File: src/rtl/hub_arb_pkg.sv
package hub_arb_pkg;

    // Default number of requesters sharing the port (also the wheel length).
    localparam int unsigned DEF_REQ = 8;

    // How the registered grant was obtained.
    typedef enum logic [1:0] {
        GK_NONE    = 2'd0,
        GK_OWNER   = 2'd1,
        GK_RECLAIM = 2'd2
    } grant_kind_e;

endpackage

File: src/rtl/slot_wheel.sv
module slot_wheel #(
    parameter int unsigned N  = 8,
    parameter int unsigned IW = 3
) (
    input  logic          clk,
    input  logic          rst_n,
    output logic [IW-1:0] slot_o
);

    localparam logic [IW-1:0] LAST = IW'(N - 1);

    logic [IW-1:0] cnt_d, cnt_q;

    always_comb begin
        if (cnt_q == LAST) cnt_d = '0;
        else               cnt_d = cnt_q + 1'b1;
    end

    always_ff @(posedge clk) begin
        if (!rst_n) cnt_q <= '0;
        else        cnt_q <= cnt_d;
    end

    assign slot_o = cnt_q;

endmodule

File: src/rtl/reclaim_pick.sv
module reclaim_pick #(
    parameter int unsigned N  = 8,
    parameter int unsigned IW = 3
) (
    input  logic [N-1:0]  cand_i,
    input  logic [IW-1:0] ptr_i,
    output logic          found_o,
    output logic [IW-1:0] idx_o
);

    // Rotating-priority search: the candidate with the smallest cyclic
    // distance from ptr_i wins. Walking the offsets downward lets the
    // nearest hit overwrite the farther ones.
    logic [IW:0] pos_v;

    always_comb begin
        found_o = 1'b0;
        idx_o   = '0;
        pos_v   = '0;
        for (int k = N - 1; k >= 0; k--) begin
            pos_v = {1'b0, ptr_i} + (IW+1)'(k);
            if (pos_v >= (IW+1)'(N)) pos_v = pos_v - (IW+1)'(N);
            if (cand_i[pos_v[IW-1:0]]) begin
                found_o = 1'b1;
                idx_o   = pos_v[IW-1:0];
            end
        end
    end

endmodule

File: src/rtl/hub_slot_arbiter.sv
module hub_slot_arbiter
    import hub_arb_pkg::*;
#(
    parameter  int unsigned NUM_REQ = DEF_REQ,
    localparam int unsigned IDX_W   = $clog2(NUM_REQ)
) (
    input  logic               clk,
    input  logic               rst_n,
    input  logic [NUM_REQ-1:0] req_i,
    input  logic [NUM_REQ-1:0] reclaim_en_i,
    input  logic               reclaim_off_i,
    output logic [NUM_REQ-1:0] grant_o,
    output logic [IDX_W-1:0]   slot_o,
    output logic               reclaimed_o
);

    localparam logic [IDX_W-1:0]   LAST_IDX = IDX_W'(NUM_REQ - 1);
    localparam logic [NUM_REQ-1:0] ONE_HOT0 = NUM_REQ'(1);

    typedef struct packed {
        logic [NUM_REQ-1:0] grant;
        logic [IDX_W-1:0]   slot;
        grant_kind_e        kind;
        logic [IDX_W-1:0]   ptr;
    } arb_state_t;

    arb_state_t st_d, st_q;

    logic [IDX_W-1:0]   cur_slot;
    logic [NUM_REQ-1:0] owner_mask;
    logic [NUM_REQ-1:0] spare_cand;
    logic               pick_found;
    logic [IDX_W-1:0]   pick_idx;

    slot_wheel #(.N(NUM_REQ), .IW(IDX_W)) u_wheel (
        .clk    (clk),
        .rst_n  (rst_n),
        .slot_o (cur_slot)
    );

    assign owner_mask = ONE_HOT0 << cur_slot;
    // Opted-in requesters only, never the owner, nothing while disabled.
    assign spare_cand = req_i & reclaim_en_i & ~owner_mask
                      & {NUM_REQ{~reclaim_off_i}};

    reclaim_pick #(.N(NUM_REQ), .IW(IDX_W)) u_pick (
        .cand_i  (spare_cand),
        .ptr_i   (st_q.ptr),
        .found_o (pick_found),
        .idx_o   (pick_idx)
    );

    always_comb begin
        st_d       = st_q;
        st_d.slot  = cur_slot;
        st_d.grant = '0;
        st_d.kind  = GK_NONE;
        if (|(req_i & owner_mask)) begin
            st_d.grant = owner_mask;
            st_d.kind  = GK_OWNER;
        end else if (pick_found) begin
            st_d.grant = ONE_HOT0 << pick_idx;
            st_d.kind  = GK_RECLAIM;
            st_d.ptr   = (pick_idx == LAST_IDX) ? '0 : pick_idx + 1'b1;
        end
    end

    always_ff @(posedge clk) begin
        if (!rst_n) begin
            st_q.grant <= '0;
            st_q.slot  <= LAST_IDX;
            st_q.kind  <= GK_NONE;
            st_q.ptr   <= '0;
        end else begin
            st_q <= st_d;
        end
    end

    assign grant_o     = st_q.grant;
    assign slot_o      = st_q.slot;
    assign reclaimed_o = (st_q.kind == GK_RECLAIM);

endmodule

File: config.mk
export PLATFORM = sky130hd
export DESIGN_NAME = hub_slot_arbiter
export DESIGN_NICKNAME = d
export VERILOG_FILES = /design/src/rtl/hub_arb_pkg.sv /design/src/rtl/slot_wheel.sv /design/src/rtl/reclaim_pick.sv /design/src/rtl/hub_slot_arbiter.sv
export SDC_FILE = /design/constraint.sdc
export NUM_CORES = 1
export LEC_CHECK = 0
export ABC_AREA = 1
export BUFFER_PORTS_ARGS = -buffer_cell sky130_fd_sc_hd__buf_2
export CELL_PAD_IN_SITES_DETAIL_PLACEMENT = 1
export CELL_PAD_IN_SITES_GLOBAL_PLACEMENT = 2
export CORE_ASPECT_RATIO = 0.7
export CORE_MARGIN = 2
export CORE_UTILIZATION = 32
export CTS_CLUSTER_DIAMETER = 50
export DETAILED_ROUTE_END_ITERATION = 16
export HOLD_SLACK_MARGIN = 0.08
export PLACE_DENSITY = 0.86
export SLEW_MARGIN = 20
export SYNTH_ARGS = -nofsm -noshare
export SYNTH_HDL_FRONTEND = slang
export SYNTH_SLANG_ARGS = --single-unit
export TNS_END_PERCENT = 5
File: constraint.sdc
create_clock -name clk -period 3.7 [get_ports clk]
set_input_delay 0.37 -clock clk [delete_from_list [all_inputs] [get_ports clk]]
set_output_delay 0.37 -clock clk [all_outputs]
set_load 0.01 [all_outputs]
== After elaboration in Yosys (flattened, before gate mapping) ==
Cells that the tools add are included.
Storage, ports and cells
  register bits after elaboration: 19
  input bits: 19
  logic and storage cells: 101
Cells by class
  add/sub/neg operators: 17
  order comparisons: 16
  equality and inequality tests: 3
  shifts and indexed selects: 2
  multiplexer cells: 45
  bitwise gates (word level): 8
  reductions and logical operators: 4
Operator list (count)
  $mux 3: 17
  $and 8x8->8: 4
  $lt 3x4->1 const B: 8
  $ge 4x4->1 const B: 7
  $bmux 1 s3: 8
  $sub 3x1->3 const B: 8
  $mux 1: 17
  $add 3x3->4 const B: 4
  $mux 8: 2
  $shl 1x3->8 const A: 2
  $reduce_or 9->1: 1
  $add 3x2->4 const B: 2
  $not 8->8: 1
  $reduce_or 8->1: 1
  $add 3x1->3 const B: 2
  $eq 3x3->1 const B: 2
  $mux 5: 1
  $add 3x1->4 const B: 1
  $ge 3x4->1 const B: 1
  $not 1->1: 3
  $eq 2x2->1 const B: 1
  $reduce_and 2->1: 1
  $reduce_or 2->1: 1

== Longest topological paths before layout ==
Gate-level depths: netlist (run 1).
  word-level depth: 18
  gate-level depth with buffers: 23
  mapped depth without buffers: 22

== Modules after synthesis ==
A second synthesis (run 1) with hierarchy kept.
Unflattened totals
  cells, all modules: 270
  area total of the unflattened synthesis: 1873.0 sq um
Modules (own cells, without submodules)
  hub_slot_arbiter: times used 1, cells an instance 136, area each 1019.7 sq um, sequential area each 320.3 sq um
  reclaim_pick: times used 1, cells an instance 122, area each 739.5 sq um, sequential area each 0.0 sq um
  slot_wheel: times used 1, cells an instance 12, area each 113.9 sq um, sequential area each 60.1 sq um

== Worst setup path after synthesis (run 1) ==
No wires, ideal clock.
  path type: register to register
  start point: register st_q[1] in the netlist's numbering
  end point: register st_q[2] in the netlist's numbering
  library setup time: 119 ps
  arrival: 2612 ps
  setup slack: 969 ps
  cell stages (with the launch flop): 22
  path buffers: 2
  cell sequence: dfxtp_1 > buf_2 > inv_2 > ha_1 > buf_2 > inv_1 > nand3_1 > nand3_2 > nand2_2 > inv_2 > nand3_1 > nand3_1 > nand2_1 > nand2_1 > nand2_1 > nand2_1 > nand2_1 > o21ai_0 > ha_1 > ha_1 > o21ai_1 > a21oi_1
Between the ends
  cells in the longest elaborated chain, start to end: 15
  elaborated cells between the ends (all ways): 67
  those cells by class: add/sub (16); order compare (8); eq/ne (1); mux (41); reduce/logical (1)
RTL lines
  from (decl): RTL line hub_slot_arbiter.sv:27  | arb_state_t st_d, st_q;
  from (signal assigned): RTL line hub_slot_arbiter.sv:75  | st_q <= st_d;
  $add 3x3->4: RTL line reclaim_pick.sv:21  | pos_v = {1'b0, ptr_i} + (IW+1)'(k);
  $ge 4x4->1 or $sub 3x1->3 (tied branches): RTL line reclaim_pick.sv:22  | if (pos_v >= (IW+1)'(N)) pos_v = pos_v - (IW+1)'(N);
  $mux 3: RTL line reclaim_pick.sv:22
  $bmux 1 s3: RTL line reclaim_pick.sv:23  | if (cand_i[pos_v[IW-1:0]]) begin
  $mux 1 (implied by the code): RTL line reclaim_pick.sv:23
  $mux 3 (8 in series): RTL line reclaim_pick.sv:23
  $add 3x1->3 or $eq 3x3->1 (tied branches): RTL line hub_slot_arbiter.sv:64  | st_d.ptr = (pick_idx == LAST_IDX) ? '0 : pick_idx + 1'b1;
  $mux 3: RTL line hub_slot_arbiter.sv:64
Parallel ways exist; a longest one is shown, timed or not. The select of a mux whose other input is x is not followed.
A chain may end at the register's enable or synchronous reset.

== Worst setup path in the final report (run 1) ==
Same ends and word-level chain as after synthesis.

==> results.json, run 1 <==
{
  "start_util_pct": 33.6,
  "tightest_slew_ns": 0.607,
  "final-hold-violation-count": 0,
  "port_buffers": 30,
  "switching_share_pct": 57.6,
  "clkLatencyLatePin_ns": 0.26,
  "grt_pass1_wl_um": 8910,
  "numCtsBuffers": 3,
  "vias": 1758,
  "clkPwrFrac_pct": 7.4,
  "yosys.area.top_type_share_pct": 19.6,
  "holdPathStages": 2,
  "dp_hpwl_um": 4520,
  "layout-drive-gt1-share_pct": 33.4,
  "rows": 23,
  "setup_viol": 0,
  "gr-usage-met1_pct": 26.2,
  "path_clk_slew_ns": 0.08,
  "busiest_layer": "met1",
  "async_flop_share_pct": 0,
  "synth-seq-cells": 19,
  "min_from": "rst_n",
  "crit_fanout": 10,
  "cts_tree": "done",
  "clock_skew_ns": 0.00565,
  "seqPwrFrac_pct": 14.8,
  "track_usage_pct": 16.1,
  "r2r_start": "st_q[1]",
  "ys.flop_type": "dfxtp_1",
  "die_w_um": 97.1,
  "grt_antenna_before_repair": 0,
  "grt_pass1_vias": 1712,
  "slew-limit-headroom_pct": 59.4,
  "combPwrFrac_pct": 77.7,
  "grt-ovfl-total": 0,
  "syn-mean-instance-area_um2": 7.01,
  "final_common_cell": "nand2_1",
  "cts_sinks": 19,
  "rsz0062_at_grt": "false",
  "nets": 329,
  "post_cts_buffers": 0,
  "worst_hold_slack_ns": 0.381,
  "finish.utilization_pct": 36.7,
  "setup-tns-final_ns": 0,
  "cts_root_buffer": "clkbuf_8",
  "ctsHoldBuffers": 0,
  "cts_resized": 0,
  "power_density_nw_per_um2": 967,
  "p_sw_mw": 1.18,
  "fin_crit_sh_pct": 88.1,
  "crit_type": "reg2reg",
  "seq_area_frac_synth_pct": 19.6,
  "cp.required_ns": 3.85,
  "reg2reg_to": "st_q[2]",
  "htree_levels": 1,
  "p_int_mw": 0.869,
  "finalInstanceArea_um2": 2120,
  "synthCells": 277,
  "core_um2": 5780,
  "use_met2_pct": 22.4,
  "clockBufferDepth": 2,
  "viasPerCell": 4.74,
  "syn_area_um2": 1940,
  "drv_slew": 0,
  "period_needed_ns": 3.26,
  "hold_end": "slot_o[1]",
  "start_kind": "flop",
  "synth_nets": 309,
  "ir_drop_mv": 0.398,
  "run_status": "finished, final reports clean",
  "first_pass_iters": 4,
  "ys_top_cells_by_area": "dfxtp_1, nand2_1, nand3_2",
  "worstPathArrival_ns": 3.41,
  "die_area_um2": 6720,
  "ys_types": 27,
  "insertedDiodeCount": 0,
  "synth_warnings": 0,
  "synth_edf_count": 0,
  "critPathCaptureType": "flop",
  "mostFrequentLayoutCells": "nand2_1, inv_1, buf_2",
  "drt_iter0_drc": 112,
  "final_antenna_net_count": 0,
  "fmaxAchievable_mhz": 307,
  "ff2ff_path_depth": 19,
  "cap_violations": 0,
  "area_delta_synth_final_pct": 9.14,
  "leakagePower_nw": 1.21,
  "grt_use_met3_pct": 3.02,
  "synth_area_leader_cell": "dfxtp_1",
  "drt_drc_violations_left": 0,
  "post_drt_wl_per_cell_um": 14.2,
  "r2r_slack_ns": 0.44,
  "die_h_um": 69.2,
  "io_pins": 31,
  "grt_max_degree": 13,
  "dpl-instance-area_um2": 2070,
  "place_congestion": 0.832,
  "hold_class": "in2reg",
  "routed_wl_um": 5270
}
how the worst max path moves through the flow:
stage	from	endpoint	slack [ns]	depth (start not counted)
6_report	st_q[1]	st_q[2]	0.44	19
5_1_grt	st_q[1]	st_q[2]	0.16	19
4_1_cts	st_q[1]	st_q[2]	0.47	19
3_5_place_dp	st_q[1]	st_q[2]	0.47	19
3_3_place_gp	st_q[1]	st_q[2]	0.64	19
2_1_floorplan	st_q[1]	st_q[2]	0.97	21
flip-flops by register name, indices dropped and copies added, names as in the netlist:
signal / count
grant_o: 8
st_q: 5
slot_o: 3
u_wheel.slot_o: 3
Yosys cell counts, types with 3 or more instances:
| cell type | n |
|---|---|
| nand3_1 | 27 |
| nor2_1 | 13 |
| inv_1 | 39 |
| inv_2 | 9 |
| nand3_2 | 20 |
| nor2_2 | 3 |
| nand2_2 | 10 |
| dfxtp_1 | 19 |
| nand2_1 | 71 |
| nand4_2 | 10 |
| ha_1 | 13 |
| buf_4 | 12 |
| nand2_4 | 3 |
| a21oi_1 | 9 |
layer usage:
layer,vias to the layer above,wire length (um)
met5,-,0
met4,0,16
met3,2,191
met2,29,2070
met1,822,2990
li1,905,-
critical path: stages, from the launching register on:
cell,delay (ns)
dfxtp_1,0.57
inv_2,0.20
ha_1,0.51
inv_1,0.19
nand3_1,0.18
nand3_2,0.10
nand2_2,0.12
inv_2,0.06
nand3_1,0.06
nand3_1,0.07
nand2_1,0.06
nand2_1,0.05
nand2_1,0.05
nand2_1,0.06
nand2_1,0.06
o21ai_0,0.12
ha_1,0.23
ha_1,0.29
o21ai_1,0.12
a21oi_1,0.05
cells by family (layout without fill, tap and decap cells):
kind of cell | count (synthesis) | count (layout) | synth area share, %
compound gates | 14 | 14 | 3.99
simple gates | 164 | 164 | 50.0
buf+inv | 64 | 83 | 15.6
flops | 19 | 19 | 19.6
fa+ha+maj | 13 | 13 | 8.37
xor+xnor | 3 | 3 | 2.51
power groups by stage:
stage	combinational, mW	sequential (mW)	clock, mW
2_1_floorplan	1.31	0.285	0
3_3_place_gp	1.57	0.308	0
3_5_place_dp	1.59	0.309	0
4_1_cts	1.60	0.304	0.158
5_1_grt	1.81	0.313	0.167
6_report	1.59	0.305	0.152
metrics by stage:
step	worst slack, ns	instances	power, mW
floorplan	0.969	277	1.59
global placement	0.645	367	1.88
detailed placement	0.474	367	1.90
CTS	0.467	371	2.06
global route	0.158	371	2.29
finish	0.442	371	2.05
area by class of cell:
class / count / area (um2)
repair buffers: 31 / 158
flip-flops and latches: 19 / 380
clock buffers: 3 / 41.3
inverters: 48 / 180
well taps: 75 / 93.8
multi-input cells: 194 / 1260
fillers: 769 / 3660
clock inverters: 1 / 7.51
No activity file was read; power rests on OpenSTA's default activity.
==> run 2: changes to the inputs <==
--- a/config.mk
+++ b/config.mk
@@ -12,6 +12,7 @@
 export CORE_ASPECT_RATIO = 0.7
 export CORE_MARGIN = 2
 export CORE_UTILIZATION = 32
+export CTS_BUF_LIST = sky130_fd_sc_hd__clkbuf_8
 export CTS_CLUSTER_DIAMETER = 50
 export DETAILED_ROUTE_END_ITERATION = 16
 export HOLD_SLACK_MARGIN = 0.08
@@ -19,5 +20,6 @@
 export SLEW_MARGIN = 20
 export SYNTH_ARGS = -nofsm -noshare
 export SYNTH_HDL_FRONTEND = slang
+export SYNTH_HIERARCHICAL = 1
 export SYNTH_SLANG_ARGS = --single-unit
 export TNS_END_PERCENT = 5
==> results.json, run 2 <==
{
  "drt_drc_violations_left": 0,
  "clkLatencyLatePin_ns": 0.27,
  "p_sw_mw": 1.13,
  "io_pins": 31,
  "run_status": "finished, final reports clean",
  "place_congestion": 0.888,
  "drv_slew": 0,
  "path_clk_slew_ns": 0.08,
  "grt_pass1_wl_um": 9070,
  "clockBufferDepth": 2,
  "p_int_mw": 0.879,
  "synth_area_leader_cell": "dfxtp_1",
  "grt-ovfl-total": 0,
  "ir_drop_mv": 0.560,
  "area_delta_synth_final_pct": 8.88,
  "worstPathArrival_ns": 3.19,
  "cts_sinks": 19,
  "power_density_nw_per_um2": 985,
  "vias": 1819,
  "final_common_cell": "nand2_1",
  "async_flop_share_pct": 0,
  "cts_root_buffer": "clkbuf_8",
  "ys_top_cells_by_area": "dfxtp_1, nand2_1, nand3_1",
  "track_usage_pct": 18.2,
  "ys_types": 31,
  "synth-seq-cells": 19,
  "grt_pass1_vias": 1768,
  "synth_common_cells": "nand2_1, nand3_1, inv_1, dfxtp_1, nor2_1",
  "syn_area_um2": 1870,
  "tightest_slew_ns": 0.575,
  "grt_antenna_before_repair": 0,
  "combPwrFrac_pct": 77.5,
  "nFillCells": 751,
  "die_area_um2": 6490,
  "pre_cts_ws_ns": 0.711,
  "largest_reg_flops": 8,
  "ys.flop_type": "dfxtp_1",
  "yosys.area.top_type_share_pct": 20.3,
  "fin_crit_sh_pct": 81.7,
  "setup-tns-final_ns": 0,
  "insertedDiodeCount": 0,
  "synth_most_common_cell": "nand2_1",
  "multi_input_area_um2": 1200,
  "total_power_mw": 2.01,
  "finish.utilization_pct": 35.8,
  "drt_iter0_drc": 105,
  "holdPathStages": 3,
  "cts_resized": 0,
  "viasPerCell": 4.98,
  "syn-mean-instance-area_um2": 6.94,
  "ctsHoldBuffers": 0,
  "critPathCaptureType": "flop",
  "start_kind": "flop",
  "die_w_um": 95.4,
  "rsz0062_at_grt": "false",
  "reg2reg_to": "st_q[1]",
  "rows": 23,
  "mostFrequentLayoutCells": "nand2_1, nand3_1, buf_2",
  "dp_hpwl_um": 4510,
  "crit_end": "st_q[1]",
  "clkPwrFrac_pct": 7.7,
  "cap_violations": 0,
  "nets": 320,
  "cts_tree": "done",
  "final_antenna_net_count": 0,
  "clock_skew_ns": 0.00416,
  "r2r_slack_ns": 0.68,
  "post_cts_buffers": 0,
  "die_h_um": 68.0,
  "leakagePower_nw": 1.04,
  "ff2ff_path_depth": 15,
  "final_cells": 365,
  "hold_class": "in2reg",
  "grt_max_degree": 12,
  "synth_edf_count": 0,
  "port_buffers": 30,
  "switching_share_pct": 56.3,
  "htree_levels": 1,
  "routed_wl_um": 5420,
  "period_needed_ns": 3.02,
  "seq_area_frac_synth_pct": 20.3,
  "cp.required_ns": 3.87,
  "synthCells": 270,
  "finalWorstSetupSlack_ns": 0.676,
  "post_drt_wl_per_cell_um": 14.8,
  "fmaxAchievable_mhz": 331,
  "final-hold-violation-count": 0,
  "r2r_start": "u_wheel/slot_o[1]",
  "core_um2": 5700,
  "synth_warnings": 6,
  "final-seq-area_um2": 380,
  "first_pass_iters": 4,
  "start_util_pct": 32.9,
  "dp.cells": 361,
  "crit_path_start": "u_wheel/slot_o[1]",
  "slew-limit-headroom_pct": 61.6,
  "synth_nets": 299,
  "crit_fanout": 8,
  "seqPwrFrac_pct": 14.8,
  "numCtsBuffers": 3,
  "setup_viol": 0,
  "layout-drive-gt1-share_pct": 32.4,
  "crit_type": "reg2reg"
}
-- run 2: cell count changes in the layout (fill, tap and decap cells not counted), moves of 3 or more --
cell / before / now
nand2_1: 71 / 61
nand4_1: 2 / 6
ha_1: 13 / 10
nand3_1: 27 / 32
nand2_2: 10 / 15
a311oi_1: 0 / 3
nand4_2: 10 / 2
nand3_2: 20 / 14
inv_1: 39 / 21
nor3_1: 0 / 8
buf_4: 1 / 5
a21oi_1: 9 / 12
nor2_1: 13 / 18
-- run 2: cells by family (layout without fill, tap and decap cells) --
family / after synthesis / count (layout) / synth area share, %
buffers and inverters: 50 / 70 / 15.4
xor gates and xnor gates: 1 / 1 / 1.47
and+or+nand+nor: 168 / 168 / 49.0
adders and majority gates: 10 / 10 / 6.68
AOI/OAI and AO/OA: 22 / 22 / 7.21
DFF: 19 / 19 / 20.3
-- run 2: layout make-up --
cell class	count	area share, %
multi-input cells	201	59.1
flip-flops and latches	19	18.7
repair buffers	35	9.20
inverters	31	6.20
well taps	75	4.60
clock buffers	3	2.02
clock inverters	1	0.245
-- run 2: worst min-delay path by stage --
| stage | startpoint | to | slack, ns |
|---|---|---|---|
| 2_1_floorplan | u_wheel/slot_o[0] | u_wheel/slot_o[0] | 0.43 |
| 3_3_place_gp | u_wheel/slot_o[2] | slot_o[2] | 0.51 |
| 3_5_place_dp | u_wheel/slot_o[0] | slot_o[0] | 0.53 |
| 4_1_cts | req_i[4] | grant_o[4] | 0.39 |
| 5_1_grt | rst_n | slot_o[0] | 0.42 |
| 6_report | req_i[4] | grant_o[4] | 0.39 |
-- run 2: critical path, cell delays in order, from the launching register on --
cell     delay [ns]
dfxtp_1        0.52
inv_2          0.15
nor3_1         0.39
nor3_1         0.15
nand2_1        0.12
nand3_1        0.11
nand3_1        0.11
nand2_1        0.15
a31oi_1        0.20
o21ai_2        0.08
o21ai_1        0.27
ha_1           0.24
ha_1           0.21
nor2_1         0.06
nor2_1         0.11
nor2_1         0.05
-- run 2: per-stage QoR --
| step | cell area (um2) | hold WS, ns |
|---|---|---|
| floorplan | 1870 | 0.429 |
| global placement | 1990 | 0.509 |
| detailed placement | 1990 | 0.526 |
| CTS | 2040 | 0.393 |
| global route | 2040 | 0.416 |
| finish | 2040 | 0.393 |
-- run 2: power groups by stage --
| stage | logic (mW) | clock network (mW) | registers, mW |
|---|---|---|---|
| final | 1.56 | 0.156 | 0.297 |
| after global routing | 1.78 | 0.168 | 0.304 |
| after CTS | 1.56 | 0.164 | 0.298 |
| after detailed placement | 1.55 | 0 | 0.303 |
| after global placement | 1.55 | 0 | 0.302 |
| after floorplan | 1.29 | 0 | 0.281 |
-- run 2: layer usage --
metal	part of all wire [%]	vias to the layer above	global-route usage, %	wire length (um)
met2	39	47	26.0	2090
met1	55	848	27.9	2960
met5	0	-	0	0
met3	5.6	8	3.63	302
met4	1.2	0	3.57	65
li1	-	916	-	-
